File: src/rtl/stkirq_pkg.sv
package stkirq_pkg;
  localparam int NUM_REG = 3;
  localparam int REG_BUS_A = 0;
  localparam int REG_BUS_B = 1;
  localparam int REG_DMA = 2;

  typedef struct packed {
    logic busClr;
    logic dmaClr;
    logic busStack;
    logic dmaStack;
  } ctlStrobe_t;
endpackage

File: src/rtl/stkirq_datapath.sv
module stkirq_datapath
  import stkirq_pkg::*;
#(
  parameter int W = 8
) (
  input  logic                      clk,
  input  logic                      rstN,
  input  ctlStrobe_t                ctl,
  input  logic [NUM_REG-1:0][W-1:0] evt,
  input  logic [NUM_REG-1:0]        rd,
  output logic [NUM_REG-1:0][W-1:0] vis,
  output logic [NUM_REG-1:0][W-1:0] landed,
  output logic [NUM_REG-1:0]        postZero
);

  for (genvar i = 0; i < NUM_REG; i++) begin : g_reg
    logic         clrLvl;
    logic         stackLvl;
    logic [W-1:0] shadow;
    logic [W-1:0] postRd;
    logic [W-1:0] visNext;
    logic [W-1:0] shadowNext;

    if (i == REG_DMA) begin : g_dma
      assign clrLvl   = ctl.dmaClr;
      assign stackLvl = ctl.dmaStack;
    end else begin : g_bus
      assign clrLvl   = ctl.busClr;
      assign stackLvl = ctl.busStack;
    end

    assign postRd      = rd[i] ? '0 : vis[i];
    assign postZero[i] = (postRd == '0);

    always_comb begin
      if (clrLvl) begin
        visNext    = shadow | evt[i];
        shadowNext = '0;
        landed[i]  = shadow | evt[i];
      end else if (stackLvl) begin
        visNext    = postRd;
        shadowNext = shadow | evt[i];
        landed[i]  = '0;
      end else begin
        visNext    = postRd | evt[i];
        shadowNext = shadow;
        landed[i]  = evt[i];
      end
    end

    always_ff @(posedge clk or negedge rstN) begin
      if (!rstN) begin
        vis[i] <= '0;
        shadow <= '0;
      end else begin
        vis[i] <= visNext;
        shadow <= shadowNext;
      end
    end
  end

endmodule

File: src/rtl/stkirq_control.sv
module stkirq_control
  import stkirq_pkg::*;
#(
  parameter int W          = 8,
  parameter int GAP_CYCLES = 3
) (
  input  logic                      clk,
  input  logic                      rstN,
  input  logic [NUM_REG-1:0]        rd,
  input  logic [NUM_REG-1:0]        postZero,
  input  logic [NUM_REG-1:0][W-1:0] landed,
  input  logic [NUM_REG-1:0][W-1:0] en,
  input  logic [NUM_REG-1:0][W-1:0] fatal,
  output ctlStrobe_t                ctl,
  output logic                      busPend,
  output logic                      dmaPend,
  output logic                      irqN
);

  localparam int GW = $clog2(GAP_CYCLES + 1);

  logic          busArm;
  logic          dmaArm;
  logic [GW-1:0] gapCnt;
  logic          busPendHit;
  logic          busArmHit;
  logic          dmaPendHit;
  logic          dmaArmHit;

  always_comb begin
    ctl.busClr   = busPend && (rd[REG_BUS_A] || rd[REG_BUS_B])
                   && postZero[REG_BUS_A] && postZero[REG_BUS_B];
    ctl.dmaClr   = dmaPend && rd[REG_DMA] && postZero[REG_DMA];
    ctl.busStack = busPend && !ctl.busClr;
    ctl.dmaStack = dmaPend && !ctl.dmaClr;
  end

  always_comb begin
    busPendHit = |((landed[REG_BUS_A] & (en[REG_BUS_A] | fatal[REG_BUS_A]))
                 | (landed[REG_BUS_B] & (en[REG_BUS_B] | fatal[REG_BUS_B])));
    busArmHit  = |((landed[REG_BUS_A] & en[REG_BUS_A])
                 | (landed[REG_BUS_B] & en[REG_BUS_B]));
    dmaPendHit = |(landed[REG_DMA] & (en[REG_DMA] | fatal[REG_DMA]));
    dmaArmHit  = |(landed[REG_DMA] & en[REG_DMA]);
  end

  always_ff @(posedge clk or negedge rstN) begin
    if (!rstN) begin
      busPend <= 1'b0;
      dmaPend <= 1'b0;
      busArm  <= 1'b0;
      dmaArm  <= 1'b0;
      gapCnt  <= '0;
    end else begin
      busPend <= (busPend && !ctl.busClr) || busPendHit;
      dmaPend <= (dmaPend && !ctl.dmaClr) || dmaPendHit;
      busArm  <= (busArm && !ctl.busClr) || busArmHit;
      dmaArm  <= (dmaArm && !ctl.dmaClr) || dmaArmHit;
      if (ctl.busClr || ctl.dmaClr) begin
        gapCnt <= GW'(GAP_CYCLES);
      end else if (gapCnt != '0) begin
        gapCnt <= gapCnt - 1'b1;
      end
    end
  end

  assign irqN = !((busArm || dmaArm) && (gapCnt == '0));

endmodule

File: src/rtl/stkirq_top.sv
module stkirq_top
  import stkirq_pkg::*;
#(
  parameter int W          = 8,
  parameter int GAP_CYCLES = 3
) (
  input  logic         clk,
  input  logic         rstN,
  input  logic [W-1:0] busEvtA,
  input  logic [W-1:0] busEvtB,
  input  logic [W-1:0] dmaEvt,
  input  logic [W-1:0] busEnA,
  input  logic [W-1:0] busEnB,
  input  logic [W-1:0] dmaEn,
  input  logic [W-1:0] busFatalA,
  input  logic [W-1:0] busFatalB,
  input  logic [W-1:0] dmaFatal,
  input  logic         rdBusA,
  input  logic         rdBusB,
  input  logic         rdDma,
  output logic [W-1:0] busStatA,
  output logic [W-1:0] busStatB,
  output logic [W-1:0] dmaStat,
  output logic         busPend,
  output logic         dmaPend,
  output logic         irqN
);

  ctlStrobe_t                ctl;
  logic [NUM_REG-1:0][W-1:0] evt;
  logic [NUM_REG-1:0][W-1:0] en;
  logic [NUM_REG-1:0][W-1:0] fatal;
  logic [NUM_REG-1:0][W-1:0] vis;
  logic [NUM_REG-1:0][W-1:0] landed;
  logic [NUM_REG-1:0]        rd;
  logic [NUM_REG-1:0]        postZero;

  always_comb begin
    evt[REG_BUS_A]   = busEvtA;
    evt[REG_BUS_B]   = busEvtB;
    evt[REG_DMA]     = dmaEvt;
    en[REG_BUS_A]    = busEnA;
    en[REG_BUS_B]    = busEnB;
    en[REG_DMA]      = dmaEn;
    fatal[REG_BUS_A] = busFatalA;
    fatal[REG_BUS_B] = busFatalB;
    fatal[REG_DMA]   = dmaFatal;
    rd[REG_BUS_A]    = rdBusA;
    rd[REG_BUS_B]    = rdBusB;
    rd[REG_DMA]      = rdDma;
  end

  stkirq_datapath #(.W(W)) i_datapath (
    .clk      (clk),
    .rstN     (rstN),
    .ctl      (ctl),
    .evt      (evt),
    .rd       (rd),
    .vis      (vis),
    .landed   (landed),
    .postZero (postZero)
  );

  stkirq_control #(.W(W), .GAP_CYCLES(GAP_CYCLES)) i_control (
    .clk      (clk),
    .rstN     (rstN),
    .rd       (rd),
    .postZero (postZero),
    .landed   (landed),
    .en       (en),
    .fatal    (fatal),
    .ctl      (ctl),
    .busPend  (busPend),
    .dmaPend  (dmaPend),
    .irqN     (irqN)
  );

  assign busStatA = vis[REG_BUS_A];
  assign busStatB = vis[REG_BUS_B];
  assign dmaStat  = vis[REG_DMA];

endmodule

File: config.mk
export PLATFORM = sky130hd
export DESIGN_NAME = stkirq_top
export DESIGN_NICKNAME = d
export VERILOG_FILES = /design/src/rtl/stkirq_pkg.sv /design/src/rtl/stkirq_datapath.sv /design/src/rtl/stkirq_control.sv /design/src/rtl/stkirq_top.sv
export SDC_FILE = /design/constraint.sdc
export NUM_CORES = 1
export LEC_CHECK = 0
export BUFFER_PORTS_ARGS = -buffer_cell sky130_fd_sc_hd__buf_4
export CAP_MARGIN = 15
export CORE_MARGIN = 1.5
export CORE_UTILIZATION = 38
export CTS_CLUSTER_DIAMETER = 200
export DETAILED_ROUTE_END_ITERATION = 16
export GPL_ROUTABILITY_DRIVEN = 0
export SLEW_MARGIN = 20
export SYNTH_ARGS = -nofsm -noshare
export SYNTH_HDL_FRONTEND = slang
export SYNTH_SLANG_ARGS = --single-unit
File: constraint.sdc
create_clock -name clk -period 1.75 [get_ports clk]
set_input_delay 0.35 -clock clk [delete_from_list [all_inputs] [get_ports clk]]
set_output_delay 0.35 -clock clk [all_outputs]
set_load 0.02 [all_outputs]
=== Word-level counts from Yosys, hierarchy flattened ===
Cells that the tools add are included.

* Add/subtract/negate cells: 1
* Mux-type cells: 23
* Bitwise operators: 17
* Reductions and logical operators: 32

{| class="wikitable"
|+ Operators with widths
! cell !! count
|-
| two-way mux 8 bit || 21
|-
| OR 8 bit || 11
|-
| bitwise AND 8 bit || 6
|-
| OR reduction 8 bit || 4
|-
| logical NOT 8 bit || 3
|-
| logical AND 1 bit || 10
|-
| nonzero test 2 bit || 4
|-
| logical OR 1 bit || 7
|-
| two-way mux 2 bit || 2
|-
| logical NOT 1 bit || 3
|-
| logical NOT 2 bit || 1
|-
| subtractor 2 x 1 -> 2 bit (second input constant) || 1
|}

* Flip-flop bits (word level): 54
* Bits of input ports: 77
* Output and inout bits: 27
* Logic and storage cells: 84

=== Longest topological paths before layout ===
* Depth after elaboration: 12
* Depth in mapped cells: 7
* Mapped depth without buffers: 5

=== Cells and area by module ===
Synthesis repeated with hierarchy kept, for this count alone.

* Cells, all modules: 282
* Area total of the unflattened synthesis: 2650.0 µm²

{| class="wikitable"
|+ Modules (own cells, without submodules)
! module !! instances !! cells an instance !! area an instance (µm²) !! seq. area each (µm²)
|-
| stkirq_datapath || 1 || 229 || 2130.8 || 1201.2
|-
| stkirq_control || 1 || 53 || 519.2 || 150.1
|}

=== Worst setup path before layout ===
OpenSTA, ideal clock, no wires.

* Path kind: register -> register
* Start point: register i_control.dmaPend
* End point: register i_control.dmaPend
* Setup time: 0.131 ns
* Data arrival time: 1.604 ns
* Required time: 1.619 ns
* Path slack: 0.014 ns
* Stages on the path, launching flop included: 7
* Buffers on the path: 1
* Clock period less this slack: 1.736 ns
* Cell sequence: dfrtp_1 > buf_4 > a21o_1 > o2bb2ai_1 > a222oi_1 > nand2_1 > or3_1

* Cells in the longest elaborated chain, start to end: 9

{| class="wikitable"
|+ Ends and longest elaborated chain
! item !! RTL line !! RTL
|-
| start: declaration || stkirq_control.sv:16 || <nowiki>output logic dmaPend,</nowiki>
|-
| start signal: assignment || stkirq_control.sv:56 || <nowiki>dmaPend <= (dmaPend && !ctl.dmaClr) || dmaPendHit;</nowiki>
|-
| logical AND 1 bit (2 in series) || stkirq_control.sv:33 || <nowiki>ctl.dmaClr = dmaPend && rd[REG_DMA] && postZero[REG_DMA];</nowiki>
|-
| logical NOT 1 bit || stkirq_control.sv:35, stkirq_control.sv:56 ||
|-
| logical AND 1 bit || stkirq_control.sv:35, stkirq_control.sv:56 ||
|-
| two-way mux 8 bit || stkirq_datapath.sv:40 || <nowiki>end else if (stackLvl) begin</nowiki>
|-
| two-way mux 8 bit || stkirq_datapath.sv:36 || <nowiki>if (clrLvl) begin</nowiki>
|-
| bitwise AND 8 bit || stkirq_control.sv:43 || <nowiki>dmaPendHit = |(landed[REG_DMA] & (en[REG_DMA] | fatal[REG_DMA]));</nowiki>
|-
| OR reduction 8 bit || stkirq_control.sv:43 ||
|-
| logical OR 1 bit (*) || stkirq_control.sv:56 ||
|}

Every way passes the cells marked *; elsewhere a longest branch is shown, timed or not.
A chain may end at the register's enable or synchronous reset.

=== Worst setup path after layout ===
* Start point: register i_datapath.vis[6] (netlist name)
* End point: register i_datapath.g_reg[0].shadow[3]

* Cells in the longest elaborated chain, start to end: 7
* Elaborated cells on any way between the ends: 8
* Those cells by class: mux: 2; reduce/logical: 6

{| class="wikitable"
|+ Ends and longest elaborated chain
! item !! RTL line !! RTL
|-
| start: declaration || stkirq_datapath.sv:11 || <nowiki>output logic [NUM_REG-1:0][W-1:0] vis,</nowiki>
|-
| start signal: indexed assignment || stkirq_datapath.sv:56 || <nowiki>vis[i] <= visNext;</nowiki>
|-
| two-way mux 8 bit (*) || stkirq_datapath.sv:32 || <nowiki>assign postRd = rd[i] ? '0 : vis[i];</nowiki>
|-
| logical NOT 8 bit (*) || stkirq_datapath.sv:33 || <nowiki>assign postZero[i] = (postRd == '0);</nowiki>
|-
| logical AND 1 bit (*) (2 in series) || stkirq_control.sv:32 || <nowiki>&& postZero[REG_BUS_A] && postZero[REG_BUS_B];</nowiki>
|-
| logical NOT 1 bit || stkirq_control.sv:34 || <nowiki>ctl.busStack = busPend && !ctl.busClr;</nowiki>
|-
| logical AND 1 bit || stkirq_control.sv:34 ||
|-
| nonzero test 2 bit (no line) || - ||
|-
| end signal: assignment || stkirq_datapath.sv:57 || <nowiki>shadow <= shadowNext;</nowiki>
|-
| end: declaration || stkirq_datapath.sv:19 || <nowiki>logic [W-1:0] shadow;</nowiki>
|}

Marked as above.

==> impl_summary.txt <==
----------------------------------------------------
[Status]
  Result of the run ... finished, violations left
  Violations in the final reports ... setup timing

[Clocking]
  H-tree depth reported by CTS ... 2
  Worst-Skew Late Latency ... 0.31 ns
  # clock sinks ... 54
  Num CTS Buffers ... 5
  CTS tree ... built
  Clock transition at path regs ... 0.10 ns
  Maximum root-to-sink buffer count ... 2
  Clock root cell ... clkbuf_8
  Post-cts hold buffer count ... 0

[Die]
  # IOs ... 104
  Core box area ... 0.006869 mm^2
  Overall die area ... 0.007705 mm^2
  Vertical die dimension ... 87.78 um
  Horiz. Die Dim ... 87.78 um
  Site Rows ... 30
  Starting density of the core ... 39.76%

[Synth]
  Avg Synthesized Cell Area ... 8.754 um^2
  Syn. warnings ... 0
  Netlist Area Pre-Place ... 0.002731 mm^2
  Most instantiated flip-flop cell in the synthesis netlist ... dfrtp_1
  Number of instances in the synthesized netlist ... 312
  Share of synthesized area occupied by flip-flops and latches ... 49.47%
  Synthesized Nets ... 390
  Distinct cells, synth ... 36
  Synthesized flop and latch total ... 54
  EDFF count, synth ... 0
  Most area-hungry cell type in the Yosys netlist ... dfrtp_1
  Leading post-synthesis cells by cell area ... dfrtp_1 49%, a21oi_1 9.5%, o21ai_0 5.5%
  Area fraction of the dominant cell type after synthesis ... 49.47%
  Asr flop ratio synth ... 100.0%

[GRT]
  Remaining global-route overflow ... 0
  Largest net degree at the start of global routing ... 55
  Wire length of the first global-routing pass ... 13620 um
  Number of antenna violations at the first check in global routing ... 0
  Global-route total usage across every layer ... 23.13%
  Number of global-route vias before repair ... 2877

[Detailed routing]
  Antenna-violating nets left ... 0
  Wire length reported by the detailed router ... 8683 um
  Routed wire length per instance ... 15.84 um
  Vias per inst ... 5.303
  Vias after detailed routing ... 2906
  Number of detailed-routing iterations run before antenna repair ... 5
  Initial DRC Count ... 184
  # DRC ... 0

[Placement]
  Placed standard-cell area ... 0.003856 mm^2
  DP Wirelength ... 6806 um
  Buffers on Ports ... 103

[Timing]
  Largest clock skew in the final design ... 0.008517 ns
  Worst Tran Pin Value ... 0.6839 ns
  Peak clock frequency supported by timing ... 566.4 MHz
  Unrepaired setup endpoints after global routing ... true
  Final hold viol count ... 0
  Fin. max-slew vios ... 0
  Headroom to the max-slew limit ... 54.40%
  Worst-case hold slack ... 0.07401 ns
  Setup slack after layout ... -0.01558 ns
  Min Tclk post-route ... 1.766 ns
  Final setup violating endpoints ... 10
  Tcrit/Tclk final ... 100.9%

[Finish]
  Area Growth Syn to Fin ... 49.89%
  Final net count ... 529
  Fill cell instance count of the final layout ... 634
  Proportion of layout cells with a drive suffix above 1 ... 36.28%
  Area of all placed cells without fillers ... 0.004094 mm^2
  # diodes ... 0

[Job]
  Max cap viols ... 0

[Power and ir drop]
  Maximum VDD drop ... 461.6 uV
  Fraction of power spent switching nets ... 29.71%
  Leak ... 1.917 nW
  Combinational power share ... 28.2%
  Sw Pwr ... 980.8 uW
  Total chip power ... 3.302 mW
  Clock share of power ... 27.0%
  Sequential power share ... 44.8%
  Internal Dissipation ... 2.321 mW
  Power Density ... 806.5 mW/mm^2

[Setup path]
  CP max stage delay ... 0.40 ns
  Family of cells with the greatest summed delay on the critical path ... simple AND/OR/NAND/NOR gates
  First element of the critical path ... i_datapath.vis[6]$_DFF_PN0_
  Cells traversed along the worst timing path ... nor4_2 > a41oi_2 > buf_4 > nor3b_4 > buf_6 > clkbuf_16 > nor2_1
  Slowest-stage cell, CP ... dfrtp_1
  Combined buffer and inverter count along the critical path ... 3
  Crit start category ... register
  Signal arrival time at the worst endpoint ... 1.97 ns
  Startpoint of the lowest-slack register-to-register path ... i_datapath.vis[6]$_DFF_PN0_
  Kind of end point of the critical path ... register
  Required time of the critical path ... 1.96 ns
  Worst-path fanout max ... 5
  Class of the most critical setup path ... register to register

[Worst hold path]
  Path class of the lowest-slack min-delay path ... input port to asynchronous set/reset pin

----------------------------------------------------
[routing by layer]
layer	vias to the layer above	global-route usage, %	part of all wire (%)
met1	1361	33.83	47
met5	-	0	0
met2	111	35.25	45
met3	8	3.959	6.7
li1	1426	-	-
met4	0	6.638	1.1
[cell usage after synthesis (5+ instances only)]
library cell	count
nor2_1	34
nand3_1	8
a222oi_1	9
clkbuf_1	8
o21ai_0	30
inv_1	23
o22ai_1	20
nand2_1	17
nor4_1	5
nand4_1	6
a21oi_1	52
dfrtp_1	54
a22oi_1	7
nor2b_1	6
[sequential cells by signal, summed over array words and instances, names as in the netlist]
register,count
i_datapath.vis,24
i_control.busArm,1
i_control.dmaPend,1
i_control.dmaArm,1
i_control.busPend,1
i_datapath.g.shadow,24
i_control.gapCnt,2
[stage by stage]
stage | setup WS, ns | instances | setup TNS [ns] | utilization (%)
6_report | -0.01558 | 548 | -0.08634 | 59.60
5_1_grt | -0.1248 | 548 | -2.004 | 59.60
4_1_cts | 0.001159 | 543 | 0 | 58.40
3_5_place_dp | -0.2870 | 535 | -3.960 | 56.14
3_3_place_gp | -0.1458 | 535 | -2.225 | 56.14
2_1_floorplan | 0.01437 | 312 | 0 | -
[layout by cell type (no fill, tap or decap), types with 5 or more instances in the layout]
| master | Yosys | layout |
|---|---|---|
| buf_4 | 2 | 140 |
| dfrtp_1 | 54 | 54 |
| a21oi_1 | 52 | 48 |
| nor2_1 | 34 | 34 |
| o21ai_0 | 30 | 30 |
| inv_1 | 23 | 23 |
| o22ai_1 | 20 | 20 |
| nand2_1 | 17 | 17 |
| a222oi_1 | 9 | 9 |
| nand3_1 | 8 | 8 |
| a22oi_1 | 7 | 7 |
| nand4_1 | 6 | 6 |
| clkbuf_8 | 0 | 6 |
| nor2b_1 | 6 | 5 |
[power by group through the flow]
stage                     logic, mW  clock network [mW]  registers, mW
after CTS                     0.905               0.912           1.48
after global routing           1.02               0.956           1.50
after detailed placement      0.893                   0           1.50
after floorplan               0.297                   0           1.57
after global placement        0.885                   0           1.49
final                         0.932               0.891           1.48
[cell families (layout without fill, tap and decap cells)]
kind of cell             Yosys count  in the layout  synth area share (%)
buffers and inverters             37            177                 5.771
flip-flops                        54             54                 49.47
adder cells (fa/ha/maj)            1              1                0.4580
AO/OA/AOI/OAI                    132            132                 28.86
XOR/XNOR                           1              1                0.3207
multiplexers                       1              1                0.3665
AND/OR/NAND/NOR                   86             86                 14.75
[area by class of cell]
class	count	area [um^2]	share of cell area, %
Clock buffer	6	82.58	2.017
Sequential cell	54	1351	33.01
Clock inverter	2	38.79	0.9474
Multi-Input combinational cell	221	1265	30.90
Timing Repair Buffer	146	1150	28.09
Tap cell	96	120.1	2.934
Inverter	23	86.33	2.109
[final timing paths]
path	endpoint	slack [ns]	depth (start not counted)
max in group asynchronous	i_control.busPend$_DFF_PN0_	1.22	1
min in group clk	i_datapath.vis[12]$_DFF_PN0_	0.27	2
hold reg to reg	i_datapath.vis[21]$_DFF_PN0_	0.50	1
setup / recovery	i_datapath.g_reg[0].shadow[3]$_DFFE_PN0P_	-0.02	7
setup reg to reg	i_datapath.g_reg[0].shadow[3]$_DFFE_PN0P_	-0.02	7
hold / removal	i_datapath.vis[9]$_DFF_PN0_	0.07	1
[timing repair]
| action | in CTS | in global routing |
|---|---|---|
| endpoints found under the setup margin | 18 | 4 |
| cloned | 0 | 2 |
| pin swaps | 4 | 12 |
| setup buffers | 0 | 3 |
| gates resized for setup | 7 | 3 |
[worst register-to-register path, stage by stage (launching register included)]
cell and delay [ns]:
dfrtp_1 0.40, nor4_2 0.32, a41oi_2 0.17, buf_4 0.18, nor3b_4 0.27, buf_6 0.15, clkbuf_16 0.13, nor2_1 0.04
Note: power is estimated with default switching activity, not from simulation.
